**src/rtl/srb_pkg.sv**
```systemverilog
package srb_pkg;

    localparam int WORD_W  = 32;
    localparam int ADDR_W  = 16;
    localparam int COUNT_W = 7;

    localparam logic [WORD_W-1:0] FILL_WORD = 32'hAAAA_AAAA;
    localparam logic [3:0]        OP_READ   = 4'hA;
    localparam logic [3:0]        OP_WRITE  = 4'hB;
    localparam logic [ADDR_W-1:0] ADDR_STEP = 16'd4;

    typedef enum logic [1:0] {
        ENG_IDLE,
        ENG_READ,
        ENG_WRITE
    } eng_state_e;

    typedef struct packed {
        logic [ADDR_W-1:0]  addr;
        logic [3:0]         op;
        logic               inc;
        logic [COUNT_W-1:0] count;
        logic [3:0]         rsvd;
    } cmd_word_t;

    function automatic cmd_word_t unpack_cmd(input logic [WORD_W-1:0] w);
        return cmd_word_t'(w);
    endfunction

endpackage

```
**src/rtl/srb_spi_phy.sv**
```systemverilog
module srb_spi_phy
    import srb_pkg::*;
#(
    parameter int SYNC_STAGES = 2
) (
    input  logic              clk,
    input  logic              rst,
    input  logic              spi_sclk,
    input  logic              spi_cs_n,
    input  logic              spi_mosi,
    input  logic [WORD_W-1:0] tx_next,
    output logic              spi_miso,
    output logic              cs_act,
    output logic              word_done,
    output logic [WORD_W-1:0] rx_word
);
    localparam int SMSB  = SYNC_STAGES - 1;
    localparam int CNT_W = $clog2(WORD_W);

    logic [SMSB:0]      sclk_sync, cs_sync, mosi_sync;
    logic               sclk_d, cs_act_d;
    logic [CNT_W-1:0]   bit_cnt;
    logic [WORD_W-1:0]  rx_sr, tx_sr;
    logic               sclk_q, mosi_q, rise, fall, cs_start;
    logic [WORD_W-1:0]  rx_shifted;

    always_ff @(posedge clk) begin
        if (rst) begin
            sclk_sync <= '0;
            cs_sync   <= '1;
            mosi_sync <= '0;
        end else begin
            sclk_sync <= {sclk_sync[SMSB-1:0], spi_sclk};
            cs_sync   <= {cs_sync[SMSB-1:0], spi_cs_n};
            mosi_sync <= {mosi_sync[SMSB-1:0], spi_mosi};
        end
    end

    assign sclk_q     = sclk_sync[SMSB];
    assign mosi_q     = mosi_sync[SMSB];
    assign cs_act     = ~cs_sync[SMSB];
    assign rise       = sclk_q & ~sclk_d;
    assign fall       = ~sclk_q & sclk_d;
    assign cs_start   = cs_act & ~cs_act_d;
    assign rx_shifted = {rx_sr[WORD_W-2:0], mosi_q};

    always_ff @(posedge clk) begin
        if (rst) begin
            sclk_d    <= 1'b0;
            cs_act_d  <= 1'b0;
            bit_cnt   <= '0;
            rx_sr     <= '0;
            tx_sr     <= '0;
            rx_word   <= '0;
            word_done <= 1'b0;
        end else begin
            sclk_d    <= sclk_q;
            cs_act_d  <= cs_act;
            word_done <= 1'b0;
            if (!cs_act) begin
                bit_cnt <= '0;
                tx_sr   <= '0;
            end else if (cs_start) begin
                bit_cnt <= '0;
                tx_sr   <= FILL_WORD;
            end else begin
                if (rise) begin
                    rx_sr   <= rx_shifted;
                    bit_cnt <= bit_cnt + 1'b1;
                    if (bit_cnt == CNT_W'(WORD_W - 1)) begin
                        word_done <= 1'b1;
                        rx_word   <= rx_shifted;
                    end
                end
                if (fall) begin
                    tx_sr <= (bit_cnt == '0) ? tx_next : {tx_sr[WORD_W-2:0], 1'b0};
                end
            end
        end
    end

    assign spi_miso = tx_sr[WORD_W-1];

    // each frame opens with the filler word loaded for shifting
    a_r8_frame_filler: assert property (@(posedge clk) disable iff (rst)
        cs_start |=> (tx_sr == FILL_WORD));

    // complete words are only reported inside an active frame
    a_r9_word_in_frame: assert property (@(posedge clk) disable iff (rst)
        word_done |-> cs_act_d);

    // MISO is quiet once chip select has been seen inactive
    a_r11_idle_miso: assert property (@(posedge clk) disable iff (rst)
        (!cs_act && !cs_act_d) |=> !spi_miso);

endmodule

```
**src/rtl/srb_id_rom.sv**
```systemverilog
module srb_id_rom
    import srb_pkg::*;
#(
    parameter logic [WORD_W-1:0] ID_WORD0 = 32'h5342_5247,
    parameter logic [WORD_W-1:0] ID_WORD1 = 32'h3130_5256
) (
    input  logic [ADDR_W-1:0] addr,
    output logic              hit,
    output logic [WORD_W-1:0] value
);
    always_comb begin
        hit   = 1'b1;
        value = '0;
        case (addr)
            16'h0100: value = 32'h55AA_CAFE;
            16'h0104: value = 32'h5453_4F48;
            16'h0108: value = 32'h3254_4F4D;
            16'h010C: value = 32'h0000_0400;
            16'h040C: value = ID_WORD0;
            16'h0410: value = ID_WORD1;
            default:  hit   = 1'b0;
        endcase
    end
endmodule

```
**src/rtl/srb_cmd_engine.sv**
```systemverilog
module srb_cmd_engine
    import srb_pkg::*;
#(
    parameter logic [WORD_W-1:0] ID_WORD0 = 32'h5342_5247,
    parameter logic [WORD_W-1:0] ID_WORD1 = 32'h3130_5256
) (
    input  logic              clk,
    input  logic              rst,
    input  logic              cs_act,
    input  logic              word_done,
    input  logic [WORD_W-1:0] rx_word,
    input  logic [WORD_W-1:0] bus_rdata,
    output logic [WORD_W-1:0] tx_next,
    output logic [ADDR_W-1:0] bus_addr,
    output logic [WORD_W-1:0] bus_wdata,
    output logic              bus_we,
    output logic              bus_re
);
    eng_state_e         st;
    logic [ADDR_W-1:0]  cur_addr, addr_after, fetch_addr;
    logic [COUNT_W-1:0] remain;
    logic               inc_q, fetch_s1, fetch_s2, rom_sel_q, do_fetch, rom_hit;
    logic [WORD_W-1:0]  rom_val_q, rom_val;
    cmd_word_t          cmd;
    logic               unused_rsvd;

    assign cmd         = unpack_cmd(rx_word);
    assign unused_rsvd = ^cmd.rsvd;
    assign addr_after  = cur_addr + (inc_q ? ADDR_STEP : '0);

    always_comb begin
        do_fetch   = 1'b0;
        fetch_addr = addr_after;
        if (st == ENG_IDLE) begin
            do_fetch   = (cmd.op == OP_READ) && (cmd.count != '0);
            fetch_addr = cmd.addr;
        end else if (st == ENG_READ) begin
            do_fetch   = (remain > COUNT_W'(1));
        end
    end

    srb_id_rom #(.ID_WORD0(ID_WORD0), .ID_WORD1(ID_WORD1)) u_rom (
        .addr  (fetch_addr),
        .hit   (rom_hit),
        .value (rom_val)
    );

    always_ff @(posedge clk) begin
        if (rst) begin
            st        <= ENG_IDLE;
            cur_addr  <= '0;
            remain    <= '0;
            inc_q     <= 1'b0;
            fetch_s1  <= 1'b0;
            fetch_s2  <= 1'b0;
            rom_sel_q <= 1'b0;
            rom_val_q <= '0;
            tx_next   <= FILL_WORD;
            bus_addr  <= '0;
            bus_wdata <= '0;
            bus_we    <= 1'b0;
            bus_re    <= 1'b0;
        end else begin
            bus_we   <= 1'b0;
            bus_re   <= 1'b0;
            fetch_s1 <= 1'b0;
            fetch_s2 <= fetch_s1;
            if (word_done) begin
                tx_next <= FILL_WORD;
                if (do_fetch) begin
                    fetch_s1  <= 1'b1;
                    bus_re    <= ~rom_hit;
                    bus_addr  <= fetch_addr;
                    rom_sel_q <= rom_hit;
                    rom_val_q <= rom_val;
                end
                case (st)
                    ENG_IDLE: begin
                        if (cmd.count != '0 && (cmd.op == OP_READ || cmd.op == OP_WRITE)) begin
                            st       <= (cmd.op == OP_READ) ? ENG_READ : ENG_WRITE;
                            cur_addr <= cmd.addr;
                            remain   <= cmd.count;
                            inc_q    <= cmd.inc;
                        end
                    end
                    ENG_READ: begin
                        remain   <= remain - 1'b1;
                        cur_addr <= addr_after;
                        if (remain == COUNT_W'(1)) st <= ENG_IDLE;
                    end
                    ENG_WRITE: begin
                        bus_we    <= 1'b1;
                        bus_addr  <= cur_addr;
                        bus_wdata <= rx_word;
                        remain    <= remain - 1'b1;
                        cur_addr  <= addr_after;
                        if (remain == COUNT_W'(1)) st <= ENG_IDLE;
                    end
                    default: st <= ENG_IDLE;
                endcase
            end else if (!cs_act) begin
                st     <= ENG_IDLE;
                remain <= '0;
            end
            if (fetch_s2) tx_next <= rom_sel_q ? rom_val_q : bus_rdata;
        end
    end

    // an open burst always has words left to move
    a_r3_count_live: assert property (@(posedge clk) disable iff (rst)
        (st != ENG_IDLE) |-> (remain != '0));

    // strobes are single-cycle pulses
    a_r10_we_pulse: assert property (@(posedge clk) disable iff (rst)
        bus_we |=> !bus_we);
    a_r10_re_pulse: assert property (@(posedge clk) disable iff (rst)
        bus_re |=> !bus_re);

    // chip select going away drops the decoder back to command
    a_r9_abort_idle: assert property (@(posedge clk) disable iff (rst)
        (!cs_act && !word_done) |=> (st == ENG_IDLE));

    // strobes never overlap
    a_r5_no_overlap: assert property (@(posedge clk) disable iff (rst)
        !(bus_we && bus_re));

endmodule

```
**src/rtl/spi_regbridge.sv**
```systemverilog
module spi_regbridge
    import srb_pkg::*;
#(
    parameter int                SYNC_STAGES = 2,
    parameter logic [WORD_W-1:0] ID_WORD0    = 32'h5342_5247,
    parameter logic [WORD_W-1:0] ID_WORD1    = 32'h3130_5256
) (
    input  logic        clk,
    input  logic        rst,
    input  logic        spi_sclk,
    input  logic        spi_cs_n,
    input  logic        spi_mosi,
    output logic        spi_miso,
    output logic [15:0] bus_addr,
    output logic [31:0] bus_wdata,
    output logic        bus_we,
    output logic        bus_re,
    input  logic [31:0] bus_rdata
);
    logic              cs_act, word_done;
    logic [WORD_W-1:0] rx_word, tx_next;

    srb_spi_phy #(.SYNC_STAGES(SYNC_STAGES)) u_phy (
        .clk       (clk),
        .rst       (rst),
        .spi_sclk  (spi_sclk),
        .spi_cs_n  (spi_cs_n),
        .spi_mosi  (spi_mosi),
        .tx_next   (tx_next),
        .spi_miso  (spi_miso),
        .cs_act    (cs_act),
        .word_done (word_done),
        .rx_word   (rx_word)
    );

    srb_cmd_engine #(.ID_WORD0(ID_WORD0), .ID_WORD1(ID_WORD1)) u_eng (
        .clk       (clk),
        .rst       (rst),
        .cs_act    (cs_act),
        .word_done (word_done),
        .rx_word   (rx_word),
        .bus_rdata (bus_rdata),
        .tx_next   (tx_next),
        .bus_addr  (bus_addr),
        .bus_wdata (bus_wdata),
        .bus_we    (bus_we),
        .bus_re    (bus_re)
    );
endmodule

```
**config.mk**
```make
export PLATFORM = sky130hd
export DESIGN_NAME = spi_regbridge
export DESIGN_NICKNAME = d
export VERILOG_FILES = /design/src/rtl/srb_pkg.sv /design/src/rtl/srb_spi_phy.sv /design/src/rtl/srb_id_rom.sv /design/src/rtl/srb_cmd_engine.sv /design/src/rtl/spi_regbridge.sv
export SDC_FILE = /design/constraint.sdc
export NUM_CORES = 1
export LEC_CHECK = 0
export ABC_CLOCK_PERIOD_IN_PS = 2400
export CAP_MARGIN = 20
export CORE_UTILIZATION = 40
export DETAILED_ROUTE_END_ITERATION = 12
export DONT_BUFFER_PORTS = 1
export GPL_ROUTABILITY_DRIVEN = 0
export PLACE_DENSITY = 0.56
export SLEW_MARGIN = 20
export SYNTH_ARGS = -nofsm -noshare
export SYNTH_HDL_FRONTEND = slang
export SYNTH_SLANG_ARGS = --single-unit
export TNS_END_PERCENT = 50
```
**constraint.sdc**
```tcl
create_clock -name clk -period 2.4 [get_ports clk]
set_input_delay 0.72 -clock clk [delete_from_list [all_inputs] [get_ports clk]]
set_output_delay 0.72 -clock clk [all_outputs]
set_load 0.1 [all_outputs]
```
== After elaboration in Yosys (flattened, before gate mapping) ==
Index checks and enable logic that the tools add are counted.

* Bits in registers: 252
* Logic and storage cells: 112

* Add/subtract/negate cells: 3
* Magnitude comparators: 1
* Eq/ne operators: 16
* Mux-type cells: 29
* Bitwise gates (word level): 12
* Reductions and logical operators: 27

{| class="wikitable"
|+ Operators by type and width
! kind !! number
|-
| 32-bit two-way mux || 6
|-
| 31-bit case mux with 6 select lines || 1
|-
| 16-bit by 9-bit == test with 1-bit output (second input constant) || 4
|-
| 16-bit two-way mux || 4
|-
| 16-bit by 11-bit == test with 1-bit output (second input constant) || 2
|-
| 16-bit case mux with 2 select lines || 1
|-
| 7-bit two-way mux || 3
|-
| 16-bit adder || 1
|-
| 3-bit AND reduction || 5
|-
| 7-bit case mux with 2 select lines || 1
|-
| 2-bit two-way mux || 5
|-
| 2-bit nonzero test || 5
|-
| 1-bit NOT || 9
|-
| 4-bit == test (second input constant) || 2
|-
| 7-bit by 1-bit == test with 1-bit output (second input constant) || 1
|-
| 7-bit by 1-bit > comparator with 1-bit output (second input constant) || 1
|-
| 7-bit nonzero test || 1
|-
| 7-bit by 1-bit subtractor with 7-bit output (second input constant) || 1
|-
| 1-bit two-way mux || 6
|-
| 3-bit by 2-bit inequality test with 1-bit output (second input constant) || 2
|-
| 2-bit AND reduction || 3
|-
| 2-bit OR reduction || 3
|-
| 3-bit OR reduction || 2
|-
| 6-bit OR reduction || 1
|-
| other kinds (15) || 18
|}

== Longest topological paths before layout ==
Gate-level depths: netlist of the first run.

* Word-level depth: 7
* Gate-level depth with buffers: 12

== Cells and area by module ==
A second synthesis of the first run with hierarchy kept.

* Cell total of the unflattened synthesis: 1,374
* Area, all modules: 11,588.6 um^2

{| class="wikitable"
|+ Modules (own cells, without submodules)
! module !! times used !! cells each !! area each (um^2) !! seq. area each (um^2)
|-
| srb_cmd_engine || 1 || 815 || 6,891.6 || 2,862.7
|-
| srb_spi_phy || 1 || 499 || 4,281.6 || 2,182.1
|-
| srb_id_rom || 1 || 60 || 415.4 || 0.0
|}

== Least setup slack after synthesis of the first run ==
OpenSTA, ideal clock, no wires.

* Path type: register to register
* Start point: reg u_eng.cur_addr[2]
* End point: reg u_eng.rom_val_q[17]
* Library setup time: 0.078 ns
* Arrival: 2.559 ns
* Data required time: 2.322 ns
* Path slack: -0.237 ns
* Stages on the path, launching flop included: 12
* Buffers on the path: 2
* Clock period less this slack: 2.637 ns
* Cell sequence: dfxtp_1 -> ha_1 -> ha_1 -> buf_4 -> nand3_2 -> o21a_1 -> o31a_1 -> or3_1 -> buf_6 -> nor4b_4 -> a21oi_1 -> nor3_1

* Cells in the longest elaborated chain, start to end: 4

{| class="wikitable"
|+ Ends and longest elaborated chain
! what !! line !! RTL
|-
| from (decl) || srb_cmd_engine.sv:20 || <nowiki>logic [ADDR_W-1:0] cur_addr, addr_after, fetch_addr;</nowiki>
|-
| from (signal assigned) || srb_cmd_engine.sv:81 || <nowiki>cur_addr <= cmd.addr;</nowiki>
|-
| from (signal assigned) || srb_cmd_engine.sv:88 || <nowiki>cur_addr <= addr_after;</nowiki>
|-
| from (signal assigned) || srb_cmd_engine.sv:96 || <nowiki>cur_addr <= addr_after;</nowiki>
|-
| 16-bit adder (*) || srb_cmd_engine.sv:29 || <nowiki>assign addr_after = cur_addr + (inc_q ? ADDR_STEP : '0);</nowiki>
|-
| 16-bit two-way mux (*) || srb_cmd_engine.sv:34 || <nowiki>if (st == ENG_IDLE) begin</nowiki>
|-
| 16-bit by 11-bit == test with 1-bit output or 16-bit by 9-bit == test with 1-bit output (tied branches) || srb_id_rom.sv:14 || <nowiki>case (addr)</nowiki>
|-
| 31-bit case mux with 6 select lines (*) || srb_id_rom.sv:14 ||
|-
| to (signal assigned) || srb_cmd_engine.sv:75 || <nowiki>rom_val_q <= rom_val;</nowiki>
|-
| to (decl) || srb_cmd_engine.sv:23 || <nowiki>logic [WORD_W-1:0] rom_val_q, rom_val;</nowiki>
|}

Mark *: on every way between the ends. The rest lies on a longest branch, timed or not.
A chain may end at the register's enable or synchronous reset.

== Worst setup path after layout of the first run ==
* Start point: reg u_eng.cur_addr[2]
* End point: reg u_eng.rom_val_q[18]

The elaborated chain is that of the path after synthesis.

==> flow_summary_export.csv, run 1 <==
group,metric,value,unit
outcome,outcome,"finished with violations",
routing,ant_nets,0,
power,psw,1.65,mW
critical_path,critPathLaunchType,"register",
synthesis,yosys.area_share.simple,22.8,%
synthesis,synth-edff-count,0,
placed_design,place.port_buffers,0,
routing,detail_route.wl_per_cell,16.5,um
power,power.share.clock,50.1,%
synthesis,yosysTopAreaCellShare,45.1,%
critical_path,arrival_time_worst_endpoint,2.92,ns
synthesis,synth.largest_area_cell,"sky130_fd_sc_hd__dfxtp_1",
critical_path,path_max_fanout,6,
clock_tree,cts_tree,"yes",
power,cellLeakagePower,4.71,nW
placed_design,dp.final_hpwl,18900,um
outcome,violations_in_the_final_reports,"negative setup slack",
timing,timing_hold_violations_final,0,
die,floorplan.initialDensity,41.3,%
power,cellInternalPower,6.39,mW
timing,setup_repair_after_global_routing_missed_its_margin,"yes",
global_route,grt_pass1_wl,45800,um
synthesis,yosysWarnings,0,
timing,slew_headroom,62.8,%
timing,report.final.setup_viol,10,
routing,post_drt_via_cell_ratio,5.35,
critical_path,slowest_delay,0.37,ns
routing,totalWireLength,28600,um
synthesis,yosys.cell_count.top_type,"sky130_fd_sc_hd__nand2_1",
clock_tree,cts_root_buffer,"sky130_fd_sc_hd__clkbuf_16",
clock_tree,h-tree-depth,1,
final_layout,area.growth.synth_to_final,20.8,%
clock_tree,cts.sink_count,237,
die,die-width,164,um
critical_path,regToRegSetupSlack,-0.05,ns
synthesis,synth_top_family_by_area,"simple AND/OR/NAND/NOR gates",
global_route,globalRouteTotalUtil,21.3,%
synthesis,postSynthAreaPerCell,7.99,um2
clock_tree,clockBufferDepth,3,
critical_path,critPathCapture,"u_eng.rom_val_q[18]$_SDFFE_PP0N_",
power,finalPower,8.04,mW
synthesis,synth-seq-area-share,45.1,%
critical_path,endpoint_kind,"register",
worst_hold_path,hold_path_class,"input port to register",
critical_path,r2r_end,"u_eng.rom_val_q[18]$_SDFFE_PP0N_",
timing,final_critical_path_setup_slack,-0.0544,ns
final_layout,final_core_util,49.9,%
final_layout,design.final.nets,1437,
synthesis,synth_fa_ha_area_share,1.43,%
critical_path,worstReg2RegStart,"u_eng.cur_addr[2]$_SDFFE_PP0P_",
routing,detail_route.drc_violations,0,
global_route,antenna_found_initial,1,
routing,detail_route.first_pass.iterations,5,
synthesis,synth_compound_gate_area_share,18.5,%
synthesis,postSynth.asyncResetShare,0,%
synthesis,synth.mux.area_fraction,6.49,%
timing,timing.final.max_slew_violations,0,
power,p_sw_share,20.5,%
global_route,first_global_vias,8721,
clock_tree,tritoncts.num_buffers,27,
power,power.sequential.fraction,49.0,%
timing,fin_crit_sh,102,%
synthesis,syn_nets,1365,
routing,drt_first_iter_violations,540,
critical_path,timing.reg2reg.worst_path_depth,10,
clock_tree,clkLatencyLatePin,0.54,ns
synthesis,post_synth_inst_count,1316,
synthesis,synth_seq_cells,237,
run,cap_violations,0,
clock_tree,path_clk_slew,0.06,ns
placed_design,place_ws,-0.0756,ns
die,ios,88,
critical_path,path_cells,"ha_4 -> ha_4 -> nand3_4 -> o21a_1 -> o31a_1 -> or3_4 -> nor4b_4 -> buf_4 -> nand3_1 -> a21oi_1",
clock_tree,cts.hold.buffers_added,0,
die,die_area,0.0270,mm2
timing,hold_worst_slack,0.272,ns
timing,tightestPinTransition,0.557,ns
critical_path,worst-endpoint-required,2.86,ns
critical_path,critical_path_class,"register to register",
timing,finalCriticalPeriod,2.45,ns
global_route,grt_max_degree,196,
die,std_cell_rows,58,
power,p_comb_share,0.8,%
critical_path,critPathMostFrequentCell,"sky130_fd_sc_hd__ha_4",
synthesis,synth.cells.most_frequent,"sky130_fd_sc_hd__nand2_1 (273), sky130_fd_sc_hd__dfxtp_1 (237), sky130_fd_sc_hd__a21oi_1 (191), sky130_fd_sc_hd__nor2_1 (101), sky130_fd_sc_hd__clkbuf_1 (83)",
final_layout,post_route_cells_drive_above_1_share,17.8,%
synthesis,dominantRegCellSynth,"sky130_fd_sc_hd__dfxtp_1",
synthesis,synth_area_leaders,"sky130_fd_sc_hd__dfxtp_1 (45%), sky130_fd_sc_hd__nand2_1 (9.7%), sky130_fd_sc_hd__a21oi_1 (9.1%), sky130_fd_sc_hd__mux2i_1 (4.8%), sky130_fd_sc_hd__nor2_1 (3.6%)",
synthesis,post_synth_instance_area,0.0105,mm2
timing,max_fclk,407,MHz
die,floorplan.die.height,164,um
timing,finalClockSkew,0.0131,ns
synthesis,post_synth_xor_area_fraction,0.833,%
die,floorplan.core_area,0.0255,mm2
global_route,grt_overflow_total,0,
final_layout,fillers,2494,
power,ir_worst_vdd,0.557,mV
critical_path,critical-path-slowest-cell,"sky130_fd_sc_hd__or3_4",
critical_path,startpoint,"u_eng.cur_addr[2]$_SDFFE_PP0P_",
power,power-per-cell-area,633,mW/mm2
routing,routed-via-count,9305,
synthesis,synth.distinct_cells,62,
## worst min-delay path by stage
stage | startpoint | to | slack, ns | cells after the start
2_1_floorplan | u_phy.cs_sync[0]$_SDFF_PP1_ | u_phy.cs_sync[1]$_SDFF_PP1_ | 0.39 | 1
3_3_place_gp | u_phy.cs_sync[0]$_SDFF_PP1_ | u_phy.cs_sync[1]$_SDFF_PP1_ | 0.40 | 1
6_report | rst | u_eng.tx_next[6]$_SDFFE_PP0P_ | 0.27 | 1
4_1_cts | rst | u_eng.tx_next[6]$_SDFFE_PP0P_ | 0.26 | 1
3_5_place_dp | u_phy.cs_sync[0]$_SDFF_PP1_ | u_phy.cs_sync[1]$_SDFF_PP1_ | 0.40 | 1
5_1_grt | spi_cs_n | u_phy.cs_sync[0]$_SDFF_PP1_ | 0.28 | 1
## metal layers
metal | vias up | share of wire (%) | GRT usage, %
li1 | 4674 | - | -
met1 | 4353 | 48 | 30.2
met2 | 225 | 44 | 33.3
met3 | 53 | 4.9 | 3.38
met4 | 0 | 2.3 | 5.68
met5 | - | 0 | 0
## layout by cell type (no fill, tap or decap), types with 4 or more instances in the layout
cell and instances:
sky130_fd_sc_hd__clkbuf_8 8, sky130_fd_sc_hd__nor2b_1 18, sky130_fd_sc_hd__o21ai_0 53, sky130_fd_sc_hd__o22ai_1 8
sky130_fd_sc_hd__or2_2 13, sky130_fd_sc_hd__a22oi_1 4, sky130_fd_sc_hd__nand3_1 18, sky130_fd_sc_hd__o21ai_1 7
sky130_fd_sc_hd__mux2_2 15, sky130_fd_sc_hd__o31ai_2 4, sky130_fd_sc_hd__nand2_1 273, sky130_fd_sc_hd__mux2i_1 50
sky130_fd_sc_hd__dfxtp_1 235, sky130_fd_sc_hd__nor3b_1 16, sky130_fd_sc_hd__xor2_1 4, sky130_fd_sc_hd__o2111ai_1 5
sky130_fd_sc_hd__buf_4 143, sky130_fd_sc_hd__ha_1 8, sky130_fd_sc_hd__nand4_1 10, sky130_fd_sc_hd__nor4_1 6
sky130_fd_sc_hd__clkbuf_16 27, sky130_fd_sc_hd__inv_1 18, sky130_fd_sc_hd__nand2b_1 22, sky130_fd_sc_hd__nor3_1 25
sky130_fd_sc_hd__o31a_1 4, sky130_fd_sc_hd__a211oi_1 32, sky130_fd_sc_hd__clkbuf_1 9, sky130_fd_sc_hd__xnor2_1 5
sky130_fd_sc_hd__nor2_1 101, sky130_fd_sc_hd__a21oi_1 188
## worst max-delay path, delay by kind of cell, from the launching register on
kind,cells,cell delay [ns]
AOI/OAI and AO/OA,3,0.60
adders and majority gates,2,0.31
buffers and inverters,1,0.20
DFF,1,0.36
and+or+nand+nor,4,0.90
## cell type report
class | instances | area (um2) | share of cell area [%]
inverters | 19 | 71.3 | 0.561
clock inverters | 5 | 53.8 | 0.423
repair buffers | 148 | 1180 | 9.26
well taps | 330 | 413 | 3.25
flip-flops and latches | 237 | 4750 | 37.4
clock buffers | 44 | 820 | 6.45
diodes | 1 | 2.50 | 0.0197
multi-input cells | 955 | 5420 | 42.6
## flip-flops by register name, indices dropped and copies added, names as in the netlist, 5 cells and up
register	cells
u_phy.rx_word	32
u_eng.rom_val_q	17
u_eng.tx_next	32
u_phy.bit_cnt	5
u_phy.tx_sr	32
u_eng.bus_addr	16
u_eng.cur_addr	16
u_eng.remain	7
u_eng.bus_wdata	32
u_phy.rx_sr	31
## power groups by stage
stage,Clock [mW],Combinational [mW],Sequential [mW]
after floorplan,0,0.0928,4.03
after global placement,0,0.0679,4.03
after detailed placement,0,0.0680,4.03
after CTS,4.12,0.0683,3.95
after global routing,4.30,0.0749,3.94
final,4.03,0.0680,3.94
## cells by family after synthesis
kind of cell,after synthesis
compound gates,339
xor+xnor,10
mux,66
buf+inv,124
flops,237
fa+ha+maj,12
simple gates,528
## timing repair
item	4_1_cts	5_1_grt
setup endpoints to repair	12	21
gates cloned	2	0
buffers inserted	2	4
resized for setup	11	13
pin swaps	6	6
## per-stage QoR
| stage | instance area [um2] | TNS, ns | std cells |
|---|---|---|---|
| 3_5_place_dp | 11600 | -0.227 | 1681 |
| 3_3_place_gp | 11600 | 0 | 1681 |
| 5_1_grt | 12700 | -2.33 | 1739 |
| 6_report | 12700 | -0.379 | 1739 |
| 2_1_floorplan | 10600 | -0.738 | 1316 |
| 4_1_cts | 12600 | -0.0370 | 1734 |
(Power assumes the default switching activity.)
==> run 2: changes to the inputs <==
Settings changed: PLACE_DENSITY 0.56 to unset, SYNTH_HIERARCHICAL set to 1.
==> run 2 against run 1 <==
Compared with the run above:
- clock-buffer cell count is 4 lower
- sequential share of layout area is 0.23 points lower
- global-route usage is 1.0 points lower
- maximum frequency is 0.98% lower
- the flow still finishes with violations (negative setup slack)
- largest power group unchanged
- register-to-register slack worse by 0.02 ns
- final cell count is 3.4% higher
- critical path type unchanged
- total power is 6.7% higher
==> flow_summary_export.csv, run 2 <==
group,metric,value,unit
outcome,outcome,"finished with violations",
outcome,violations_in_the_final_reports,"negative setup slack",
run,cap_violations,0,
synthesis,post_synth_instance_area,0.0116,mm2
timing,report.final.setup_viol,17,
global_route,globalRouteTotalUtil,20.3,%
placed_design,dp.final_hpwl,20100,um
routing,drt_first_iter_violations,900,
final_layout,area.growth.synth_to_final,17.3,%
critical_path,path_max_fanout,8,
critical_path,critPathLaunchType,"register",
power,cellLeakagePower,5.11,nW
final_layout,most-common-layout-cells,"sky130_fd_sc_hd__dfxtp_1 (247), sky130_fd_sc_hd__nand2_1 (190), sky130_fd_sc_hd__a21oi_1 (180), sky130_fd_sc_hd__buf_4 (123), sky130_fd_sc_hd__nor2_1 (91)",
placed_design,place.port_buffers,0,
timing,tightestPinTransition,0.600,ns
critical_path,startpoint,"u_eng/cur_addr[2]$_SDFFE_PP0P_",
routing,totalWireLength,30500,um
final_layout,post_route_cells_drive_above_1_share,18.9,%
critical_path,endpoint_kind,"register",
die,floorplan.core_area,0.0282,mm2
timing,finalCriticalPeriod,2.48,ns
timing,setup_tns,-0.552,ns
global_route,antenna_found_initial,0,
clock_tree,clockBufferDepth,3,
critical_path,critical_path_class,"register to register",
final_layout,design.final.nets,1448,
clock_tree,cts.hold.buffers_added,0,
global_route,first_global_vias,9027,
final_layout,postLayoutCellArea,0.0136,mm2
critical_path,worstReg2RegStart,"u_eng/cur_addr[2]$_SDFFE_PP0P_",
critical_path,arrival_time_worst_endpoint,2.95,ns
die,ios,88,
clock_tree,cts.sink_count,252,
routing,detail_route.first_pass.iterations,5,
power,power-per-cell-area,631,mW/mm2
synthesis,postSynthAreaPerCell,8.43,um2
routing,routed-via-count,9893,
timing,timing_hold_violations_final,0,
synthesis,synth_area_leaders,"sky130_fd_sc_hd__dfxtp_1 (44%), sky130_fd_sc_hd__a21oi_1 (7.9%), sky130_fd_sc_hd__mux2i_1 (6.7%), sky130_fd_sc_hd__nand2_1 (6.2%), sky130_fd_sc_hd__nor2_1 (3.1%)",
global_route,grt_max_degree,196,
timing,finalClockSkew,0.0100,ns
synthesis,synth_seq_cells,252,
global_route,grt_pass1_wl,48400,um
timing,slew_headroom,60.0,%
synthesis,synth.distinct_cells,79,
synthesis,synth.cells.most_frequent,"sky130_fd_sc_hd__dfxtp_1 (252), sky130_fd_sc_hd__nand2_1 (190), sky130_fd_sc_hd__a21oi_1 (183), sky130_fd_sc_hd__nor2_1 (96), sky130_fd_sc_hd__clkbuf_1 (79)",
synthesis,yosys.cell_count.top_type,"sky130_fd_sc_hd__dfxtp_1",
synthesis,yosysWarnings,6,
die,floorplan.initialDensity,41.1,%
clock_tree,cts_root_buffer,"sky130_fd_sc_hd__clkbuf_16",
timing,fin_crit_sh,103,%
final_layout,antenna_cells_inserted,0,
final_layout,register_area,0.00505,mm2
die,die_area,0.0297,mm2
die,floorplan.die.height,172,um
clock_tree,clkLatencyLatePin,0.55,ns
timing,timing.final.max_slew_violations,0,
synthesis,synth.largest_area_cell,"sky130_fd_sc_hd__dfxtp_1",
clock_tree,h-tree-depth,1,
worst_hold_path,hold_path_class,"input port to register",
synthesis,yosysTopAreaCellShare,43.5,%
die,std_cell_rows,61,
synthesis,post_synth_inst_count,1374,
routing,detail_route.drc_violations,0,
synthesis,synth-seq-area-share,43.5,%
clock_tree,tritoncts.num_buffers,28,
synthesis,postSynth.asyncResetShare,0,%
timing,final_critical_path_setup_slack,-0.0787,ns
routing,ant_nets,0,
final_layout,final_core_util,48.3,%
clock_tree,path_clk_slew,0.06,ns
final_layout,multi_input_area,0.00600,mm2
timing,setup_repair_after_global_routing_missed_its_margin,"yes",
critical_path,worst-endpoint-required,2.87,ns
power,ir_worst_vdd,0.468,mV
final_layout,most_common_library_cell_in_the_layout_ignoring_fill_and_taps,"sky130_fd_sc_hd__dfxtp_1",
routing,detail_route.wl_per_cell,17.0,um
timing,max_fclk,403,MHz
timing,hold_worst_slack,0.265,ns
synthesis,dominantRegCellSynth,"sky130_fd_sc_hd__dfxtp_1",
clock_tree,cts_tree,"yes",
synthesis,synth-edff-count,0,
worst_hold_path,hold_path.startpoint,"rst",
die,die-width,172,um
final_layout,fillers,2704,
routing,post_drt_via_cell_ratio,5.50,
global_route,grt_overflow_total,0,
placed_design,postPlaceCellArea,0.0125,mm2
==> run 2: changes by cell type after synthesis, moves of 18 or more <==
cell / before / now
sky130_fd_sc_hd__o31ai_1: 4 / 27
sky130_fd_sc_hd__mux2i_1: 50 / 78
sky130_fd_sc_hd__a211oi_1: 33 / 2
sky130_fd_sc_hd__a31oi_1: 3 / 26
sky130_fd_sc_hd__nand2_1: 273 / 190
sky130_fd_sc_hd__nand3_1: 19 / 69
sky130_fd_sc_hd__nand2b_1: 22 / 4
==> run 2: timing repair <==
item | in CTS | in global routing
resized for setup | 13 | 8
setup endpoints to repair | 30 | 31
pin swaps | 5 | 9
setup buffers | 2 | 2
==> run 2: final timing paths <==
check                                     endpoint  depth (start not counted)  slack (ns)
hold reg to reg        u_phy/cs_sync[1]$_SDFF_PP1_                          1        0.42
hold / removal       u_phy/sclk_sync[0]$_SDFF_PP0_                          1        0.27
setup reg to reg  u_eng/rom_val_q[28]$_SDFFE_PP0P_                         12       -0.08
setup / recovery  u_eng/rom_val_q[28]$_SDFFE_PP0P_                         12       -0.08
==> run 2: critical path: stages, from the launching register on <==
cell                      delay [ns]
sky130_fd_sc_hd__dfxtp_2        0.35
sky130_fd_sc_hd__ha_4           0.15
sky130_fd_sc_hd__ha_4           0.13
sky130_fd_sc_hd__and3_4         0.19
sky130_fd_sc_hd__nand4_1        0.14
sky130_fd_sc_hd__xnor2_1        0.17
sky130_fd_sc_hd__mux2_4         0.27
sky130_fd_sc_hd__nor4_4         0.26
sky130_fd_sc_hd__buf_4          0.18
sky130_fd_sc_hd__nand3_4        0.13
sky130_fd_sc_hd__a31oi_4        0.24
sky130_fd_sc_hd__mux2i_1        0.09
sky130_fd_sc_hd__nor2_1         0.10
==> run 2: final cells by class <==
class,instances,share of cell area [%]
repair buffers,131,7.84
well taps,378,3.48
clock buffers,40,5.93
multi-input cells,970,44.1
inverters,17,0.506
clock inverters,10,0.957
flip-flops and latches,252,37.2
==> run 2: layer usage <==
layer | part of all wire, % | wire [um] | up-vias | GRT usage [%]
met5 | 0 | 0 | - | 0
met4 | 1.9 | 570 | 0 | 4.77
met3 | 5.6 | 1700 | 47 | 2.82
met2 | 45 | 13900 | 269 | 32.2
met1 | 47 | 14400 | 4717 | 28.9
li1 | - | - | 4860 | -
==> run 2: stage by stage <==
step	power (mW)	std cells	worst slack (ns)
global route	8.87	1798	-0.228
CTS	8.69	1796	-0.0497
global placement	4.39	1744	-0.0284
finish	8.58	1798	-0.0787
floorplan	4.41	1376	-0.0318
detailed placement	4.39	1744	-0.102
==> run 2: cell families (layout without fill, tap and decap cells) <==
group           count (synthesis)  count (layout)  share of synthesized area (%)
simple gates                  473             473                           20.1
compound gates                364             364                           18.5
flops                         252             252                           43.5
buf+inv                       154             198                           6.36
mux                           103             103                           9.17
xor+xnor                       16              16                           1.21
fa+ha+maj                      11              11                           1.19
other cells                     1               3                         0.0324
==> run 2: report_power, final <==
group	leakage, nW	total [mW]	internal [mW]	switching, mW
clock network	0.462	4.29	2.56	1.73
logic	2.61	0.0995	0.0400	0.0595
registers	2.03	4.20	4.19	0.00682
total	5.11	8.58	6.79	1.80
==> run 3: changes to the inputs <==
Settings changed: PLACE_DENSITY set to 0.65.
==> run 3 against run 2 <==
Compared with the run above:
- the run still ends with negative setup slack left
- non-clock buffer count is 4 lower
- via count fell by 1.4%
- clock-buffer cell count is 3 higher
- sequential power is essentially flat
- die area unchanged
- global-route usage is 0.65 points lower
- total power about the same
- final cell count fell by 0.33%
- combinational power shrank 7.4%
- register-to-register slack better by 0.03 ns
- largest cell class unchanged
- largest power group unchanged
==> flow_summary_export.csv, run 3 (synthesized netlist as in run 2, its figures left out) <==
group,metric,value,unit
placed_design,place_ws,-0.0878,ns
timing,slew_headroom,44.0,%
clock_tree,cts.hold.buffers_added,0,
routing,post_drt_via_cell_ratio,5.44,
die,floorplan.initialDensity,41.1,%
die,floorplan.core_area,0.0282,mm2
placed_design,place.port_buffers,0,
critical_path,path_max_fanout,8,
critical_path,critPathMostFrequentCell,"sky130_fd_sc_hd__ha_4",
die,floorplan.die.height,172,um
timing,fin_crit_sh,102,%
placed_design,dp.final_hpwl,19300,um
routing,routed-via-count,9750,
critical_path,timing.reg2reg.worst_path_depth,12,
timing,setup_repair_after_global_routing_missed_its_margin,"yes",
timing,finalCriticalPeriod,2.45,ns
routing,detail_route.wl_per_cell,16.5,um
clock_tree,clockBufferDepth,3,
die,std_cell_rows,61,
global_route,antenna_found_initial,0,
final_layout,register_area,0.00505,mm2
run,cap_violations,0,
placed_design,postPlaceCellArea,0.0124,mm2
global_route,first_global_vias,8955,
critical_path,endpoint_kind,"register",
power,ir_worst_vdd,0.480,mV
critical_path,worstReg2RegStart,"u_eng/cur_addr[2]$_SDFFE_PP0P_",
critical_path,critical-path-slowest-cell,"sky130_fd_sc_hd__dfxtp_2",
final_layout,area.growth.synth_to_final,17.1,%
clock_tree,path_clk_slew,0.06,ns
outcome,violations_in_the_final_reports,"negative setup slack",
timing,setup_tns,-0.427,ns
timing,tightestPinTransition,0.839,ns
critical_path,path_cells,"ha_4 -> ha_4 -> and3_4 -> nand4_1 -> xnor2_1 -> mux2_4 -> nor4_4 -> buf_4 -> nand3_4 -> a31oi_4 -> mux2i_1 -> nor2_1",
clock_tree,cts_tree,"yes",
routing,detail_route.drc_violations,0,
routing,ant_nets,0,
global_route,globalRouteTotalUtil,19.6,%
critical_path,worst-endpoint-required,2.86,ns
final_layout,final_core_util,48.2,%
power,power-per-cell-area,632,mW/mm2
timing,max_fclk,408,MHz
die,ios,88,
critical_path,arrival_time_worst_endpoint,2.91,ns
clock_tree,h-tree-depth,1,
global_route,grt_max_degree,196,
die,die-width,172,um
critical_path,regToRegSetupSlack,-0.05,ns
final_layout,design.final.nets,1443,
routing,totalWireLength,29600,um
critical_path,slowest_delay,0.35,ns
global_route,grt_overflow_total,0,
critical_path,r2r_end,"u_eng/rom_val_q[9]$_SDFFE_PP0P_",
timing,finalClockSkew,0.00907,ns
final_layout,postLayoutCellArea,0.0136,mm2
critical_path,critPathLaunchType,"register",
final_layout,most-common-layout-cells,"sky130_fd_sc_hd__dfxtp_1 (247), sky130_fd_sc_hd__nand2_1 (190), sky130_fd_sc_hd__a21oi_1 (179), sky130_fd_sc_hd__buf_4 (118), sky130_fd_sc_hd__nor2_1 (93)",
worst_hold_path,hold_path.startpoint,"rst",
timing,timing_hold_violations_final,0,
final_layout,antenna_cells_inserted,0,
final_layout,multi_input_area,0.00601,mm2
final_layout,fillers,2681,
timing,final_critical_path_setup_slack,-0.0496,ns
power,cellLeakagePower,5.09,nW
timing,timing.final.max_slew_violations,0,
timing,report.final.setup_viol,15,
clock_tree,tritoncts.num_buffers,27,
worst_hold_path,hold_path_class,"input port to register",
clock_tree,cts.sink_count,252,
worst_hold_path,number_of_stages_on_the_worst_hold_path,1,
clock_tree,clkLatencyLatePin,0.53,ns
worst_hold_path,whs_endpoint,"u_phy/sclk_sync[0]$_SDFF_PP0_",
critical_path,critical_path_class,"register to register",
final_layout,post_route_cells_drive_above_1_share,18.7,%
die,die_area,0.0297,mm2
routing,drt_first_iter_violations,754,
global_route,grt_pass1_wl,46900,um
outcome,outcome,"finished with violations",
routing,detail_route.first_pass.iterations,5,
clock_tree,cts_root_buffer,"sky130_fd_sc_hd__clkbuf_16",
final_layout,most_common_library_cell_in_the_layout_ignoring_fill_and_taps,"sky130_fd_sc_hd__dfxtp_1",
run 3: power breakdown:
part | internal [mW] | switching (mW)
clock | 2.64 | 1.65
combinational | 0.0368 | 0.0553
sequential | 4.19 | 0.00720
run 3: cell type report:
cell class	count	share of cell area (%)
repair buffers	127	7.62
clock inverters	5	0.581
flip-flops and latches	252	37.2
well taps	378	3.49
multi-input cells	970	44.3
clock buffers	43	6.31
inverters	17	0.507
run 3: worst max-delay path by stage:
stage                                         startpoint                                to  slack (ns)  depth (start not counted)
after global placement          u_eng/inc_q$_SDFFE_PP0P_      u_eng/rom_sel_q$_SDFFE_PP0P_       -0.03                         11
after detailed placement        u_eng/inc_q$_SDFFE_PP0P_   u_eng/rom_val_q[9]$_SDFFE_PP0P_       -0.09                         11
after floorplan                 u_eng/inc_q$_SDFFE_PP0P_  u_eng/rom_val_q[15]$_SDFFE_PP0P_       -0.03                         12
after global routing      u_eng/cur_addr[2]$_SDFFE_PP0P_   u_eng/rom_val_q[6]$_SDFFE_PP0P_       -0.25                         12
after CTS                 u_eng/cur_addr[2]$_SDFFE_PP0P_  u_eng/rom_val_q[23]$_SDFFE_PP0P_       -0.04                         13
final                     u_eng/cur_addr[2]$_SDFFE_PP0P_   u_eng/rom_val_q[9]$_SDFFE_PP0P_       -0.05                         12
run 3: critical path, delay by kind of cell, from the launching register on:
family                   cells  cell delay, ns
AO/OA/AOI/OAI                1            0.24
XOR/XNOR                     1            0.16
adder cells (fa/ha/maj)      2            0.30
buffers and inverters        1            0.17
flip-flops                   1            0.35
multiplexers                 2            0.38
AND/OR/NAND/NOR              5            0.79
run 3: layer usage:
layer	vias up	part of all wire, %	track usage (%)	routed length [um]
met2	208	46	31.6	13600
li1	4849	-	-	-
met1	4649	47	27.0	13800
met3	44	5.2	3.11	1540
met5	-	0	0	0
met4	0	2.3	5.54	667
run 3: repair_timing:
item,4_1_cts,5_1_grt
buffers inserted,9,4
hold endpoints to repair,0,0
resized for setup,15,4
cloned,1,0
setup endpoints to repair,27,45
pin swaps,15,16
run 3: per-stage QoR:
step | hold WS (ns) | instances | total power, mW
2_1_floorplan | 0.389 | 1376 | 4.41
3_3_place_gp | 0.398 | 1730 | 4.38
3_5_place_dp | 0.401 | 1730 | 4.38
4_1_cts | 0.276 | 1788 | 8.67
5_1_grt | 0.249 | 1792 | 8.86
6_report | 0.308 | 1792 | 8.58
